--- src/rtl/clkout_prescaler_pkg.sv ---
package clkout_prescaler_pkg;
  localparam int CODE_W   = 4;
  localparam int MAX_LOG2 = 9;
  localparam int CNT_W    = MAX_LOG2 - 1;
  localparam int SKIP_IDX = 4;

  typedef struct packed {
    logic             restart;
    logic             nextPass;
    logic             passMode;
    logic [CNT_W-1:0] halfMax;
  } presc_strb_t;

  // Ratio is 2^e with e = idx+1, stepping one extra at SKIP_IDX (no /32).
  function automatic logic [CNT_W-1:0] halfMaxOf(input logic [CODE_W-2:0] idx);
    int e;
    e = int'(idx) + 1 + ((int'(idx) >= SKIP_IDX) ? 1 : 0);
    return CNT_W'((1 << (e - 1)) - 1);
  endfunction

  function automatic logic passOf(input logic [CODE_W-1:0] code);
    return !code[CODE_W-1];
  endfunction
endpackage

--- src/rtl/clkout_prescaler_ctrl.sv ---
module clkout_prescaler_ctrl
  import clkout_prescaler_pkg::*;
(
  input  logic              clkSrc,
  input  logic              rstN,
  input  logic              wrEn,
  input  logic [CODE_W-1:0] wrData,
  input  logic              periodEnd,
  output presc_strb_t       strb,
  output logic [CODE_W-1:0] codeReg,
  output logic [CODE_W-1:0] activeCode,
  output logic              runEn
);

  // Software-visible code register.
  always_ff @(posedge clkSrc or negedge rstN) begin
    if (!rstN) codeReg <= '0;
    else if (wrEn) codeReg <= wrData;
  end

  // Active code only moves on a period boundary.
  always_ff @(posedge clkSrc or negedge rstN) begin
    if (!rstN) begin
      activeCode <= '0;
      runEn      <= 1'b0;
    end else begin
      runEn <= 1'b1;
      if (periodEnd) activeCode <= codeReg;
    end
  end

  always_comb begin
    strb.restart  = periodEnd;
    strb.nextPass = passOf(codeReg);
    strb.passMode = passOf(activeCode);
    strb.halfMax  = halfMaxOf(activeCode[CODE_W-2:0]);
  end
endmodule

--- src/rtl/clkout_prescaler_dp.sv ---
module clkout_prescaler_dp
  import clkout_prescaler_pkg::*;
(
  input  logic             clkSrc,
  input  logic             rstN,
  input  presc_strb_t      strb,
  output logic [CNT_W-1:0] count,
  output logic             divQ,
  output logic             periodEnd
);

  logic atHalf;
  assign atHalf = (count == strb.halfMax);

  always_ff @(posedge clkSrc or negedge rstN) begin
    if (!rstN) begin
      count <= '0;
      divQ  <= 1'b0;
    end else if (strb.restart) begin
      count <= '0;
      divQ  <= !strb.nextPass;
    end else if (strb.passMode) begin
      count <= '0;
      divQ  <= 1'b0;
    end else if (atHalf) begin
      count <= '0;
      divQ  <= !divQ;
    end else begin
      count <= count + 1'b1;
    end
  end

  // A period ends after the last cycle of its low phase.
  assign periodEnd = strb.passMode | (!divQ & atHalf);
endmodule

--- src/rtl/clkout_prescaler.sv ---
module clkout_prescaler
  import clkout_prescaler_pkg::*;
(
  input  logic              clkSrc,
  input  logic              rstN,
  input  logic              wrEn,
  input  logic [CODE_W-1:0] wrData,
  output logic              clkOut
);

  presc_strb_t       strb;
  logic [CODE_W-1:0] codeReg;
  logic [CODE_W-1:0] activeCode;
  logic              runEn;
  logic [CNT_W-1:0]  count;
  logic              divQ;
  logic              periodEnd;

  clkout_prescaler_ctrl u_ctrl (
    .clkSrc    (clkSrc),
    .rstN      (rstN),
    .wrEn      (wrEn),
    .wrData    (wrData),
    .periodEnd (periodEnd),
    .strb      (strb),
    .codeReg   (codeReg),
    .activeCode(activeCode),
    .runEn     (runEn)
  );

  clkout_prescaler_dp u_dp (
    .clkSrc   (clkSrc),
    .rstN     (rstN),
    .strb     (strb),
    .count    (count),
    .divQ     (divQ),
    .periodEnd(periodEnd)
  );

  assign clkOut = strb.passMode ? (clkSrc & runEn) : divQ;
endmodule

--- config.mk ---
export PLATFORM = sky130hd
export DESIGN_NAME = clkout_prescaler
export DESIGN_NICKNAME = d
export VERILOG_FILES = /design/src/rtl/clkout_prescaler_pkg.sv /design/src/rtl/clkout_prescaler_ctrl.sv /design/src/rtl/clkout_prescaler_dp.sv /design/src/rtl/clkout_prescaler.sv
export SDC_FILE = /design/constraint.sdc
export NUM_CORES = 1
export LEC_CHECK = 0
export ABC_AREA = 1
export BUFFER_PORTS_ARGS = -buffer_cell sky130_fd_sc_hd__buf_2
export CORE_MARGIN = 2
export CORE_UTILIZATION = 50
export CTS_CLUSTER_SIZE = 30
export DETAILED_ROUTE_END_ITERATION = 10
export GPL_TIMING_DRIVEN = 0
export PLACE_DENSITY = 0.82
export SLEW_MARGIN = 0
export SYNTH_ARGS = -nofsm -noshare
export SYNTH_HDL_FRONTEND = slang
export SYNTH_HIERARCHICAL = 1
export SYNTH_SLANG_ARGS = --single-unit
export TNS_END_PERCENT = 5
--- constraint.sdc ---
create_clock -name clkSrc -period 2.4 [get_ports clkSrc]
set_input_delay 0.48 -clock clkSrc [delete_from_list [all_inputs] [get_ports clkSrc]]
set_output_delay 0.48 -clock clkSrc [all_outputs]
set_load 0.02 [all_outputs]
==> results.cfg <==
[timing]
finalSetupTns_ns = 0
post-route-period-util_pct = 95.7
slew_violations = 0
fin_skew_ns = 0.0146
hold_violations = 0
fin_crit_ns = 2.30
max_freq_mhz = 435
finalSetupViolCount = 0
rsz0062_at_grt = true

[power]
totalPowerFinal_mw = 1.58
power_per_cell_area_nw_per_um2 = 1180
total_leakage_power_nw = 0.648
vdd.ir_drop.worst_uv = 825

[die]
initial_core_util_pct = 51.7
rows = 17
dieWidth_microns = 51.1
io_pins = 8
die-area_sq_um = 2610
coreArea_sq_um = 2150
die_h_microns = 51.1

[drt]
route.detailed.drc = 0
via_count = 964
drtIter0Drc = 26
dr.pass1.iters = 4
routed_wl_microns = 2150
via_per_inst = 4.94
wl_per_cell_microns = 11.0
ant_nets = 0

[cells_and_area]
nFillCells = 185
area_growth_pct = 20.6
drive_gt1_share_pct = 29.9
fin_area_sq_um = 1340
final-seq-area_sq_um = 452
multi_input_area_sq_um = 627
nets = 178
layout_commonest_cell = nand2_1
finish.utilization_pct = 62.3
mostFrequentLayoutCells = nand2_1 (41), inv_1 (20), dfrtp_1 (17)
antennaDiodeCount = 0

[clock_network]
clk_latency_ns = 0.40
cts_tree = built
clk_pin_slew_ns = 0.10

[synth]
yosys.area.top_type = dfrtp_1
synth_area_sq_um = 1110
synth_top_area_share_pct = 40.6
synth_nets = 159
netlist_instances = 149
synth-seq-cells = 18
synth_area_leaders = dfrtp_1 (41%), nand2_1 (15%), inv_1 (8.1%), nor2_1 (5.1%), xnor2_1 (3.9%)
syn_avg_cell_area_sq_um = 7.45
yosysWarnings = 6
synth-seq-area-share_pct = 40.6
synth.distinct_cells = 26

[global_route]
grt_pass1_wl_microns = 3860
grt_start_max_net_pins = 19
antenna_found_initial = 0
grt-ovfl-total = 0
grt_pass1_vias = 1002
track_usage_pct = 20.5

[place]
gp_congestion = 0.805
portBuffers = 7
dp_hpwl_microns = 1520
dpl-instance-area_sq_um = 1190

[worst_hold_path]
worst_hold_path_type = primary input to register

[flow_run]
maxCapViolCount = 0

[critical_path]
crit_arrival_ns = 2.61
cp-start-kind = register
path_class = register to register
cp-end-kind = register
cp.required_ns = 2.71
critPathMaxFanout = 4

[status]
outcome = finished, final reports clean
Yosys cell counts (all sizes together):
cell	count
o22ai	1
nor3	1
a21oi	2
nor2	18
buf	1
ha	3
conb	1
o21bai	1
xnor2	5
mux2	1
nand4	2
nand2	50
clkbuf	1
dfrtp	18
xor2	2
inv	25
nand3	9
o21ai	8
cell families after synthesis:
group | Yosys count | share of synthesized area [%]
buf+inv | 27 | 9.47
simple gates | 80 | 33.6
compound gates | 12 | 6.09
fa+ha+maj | 3 | 3.38
mux | 1 | 1.01
flops | 18 | 40.6
xor+xnor | 7 | 5.52
other cells | 1 | 0.338
report_power, final:
part	total (mW)	switching [mW]	internal (mW)
clock network	0.252	0.121	0.131
registers	0.419	0.0609	0.358
logic	0.911	0.540	0.371
final timing paths:
check,startpoint,endpoint,slack [ns],cells past startpoint
worst max-delay path,u_ctrl/activeCode[2]$_DFFE_PN0P_,u_dp/divQ$_DFFE_PN0P_,0.10,18
worst min-delay path,wrData[1],u_ctrl/codeReg[1]$_DFFE_PN0P_,0.28,3
worst max register to register,u_ctrl/activeCode[2]$_DFFE_PN0P_,u_dp/divQ$_DFFE_PN0P_,0.10,18
worst min register to register,u_ctrl/codeReg[2]$_DFFE_PN0P_,u_ctrl/codeReg[2]$_DFFE_PN0P_,0.50,1
max in group asynchronous,rstN,u_ctrl/activeCode[2]$_DFFE_PN0P_,1.58,2
min in group asynchronous,rstN,u_ctrl/activeCode[3]$_DFFE_PN0P_,0.52,2
metrics by stage:
stage / instances / hold WS (ns) / setup WS [ns]
after floorplan: 149 / 0.184 / 0.0137
after global placement: 184 / 0.419 / -0.146
after detailed placement: 184 / 0.428 / -0.210
after CTS: 193 / 0.265 / 0.00173
after global routing: 195 / 0.268 / -0.0430
final: 195 / 0.278 / 0.102
timing repair:
item	4_1_cts	5_1_grt
hold endpoints to repair	9	0
setup endpoints to repair	13	13
resized for setup	5	16
pin swaps	0	16
hold buffers	1	0
setup buffers	1	2
final cells by class:
type                    count  area share (%)
repair buffers             10            4.67
flip-flops and latches     18            33.7
inverters                  25            7.20
clock buffers               8            4.02
well taps                  28            2.62
multi-input cells         104            46.8
plain buffers               2           0.935
state kept, by name, summed over array words and instances, names as in the netlist:
signal             flops
u_ctrl/activeCode      4
u_ctrl/codeReg         4
u_ctrl/runEn           1
u_dp/count             8
u_dp/divQ              1
critical path, cell delays in order (launching register included):
cell and delay (ns):
dfrtp_2 0.44, ha_4 0.17, ha_4 0.29, inv_4 0.04, nor2_4 0.11, nand3_2 0.06, nand2_1 0.06, nand2_1 0.06
xnor2_1 0.15, nand2_1 0.08, nor2_2 0.12, nand2_2 0.06, o21bai_1 0.16, buf_4 0.15, nor2_4 0.04, inv_2 0.06
o22ai_2 0.06, nand2_2 0.05, nand2_1 0.04
per-layer routing:
metal | share of wire [%] | routed length, microns | vias up | GRT usage, %
li1 | - | - | 494 | -
met1 | 44 | 941 | 452 | 22.3
met2 | 52 | 1110 | 13 | 33.3
met3 | 2.3 | 49 | 5 | 5.56
met4 | 2.2 | 48 | 0 | 16.2
met5 | 0 | 0 | - | 0
Note: power is estimated with default switching activity, not from simulation.
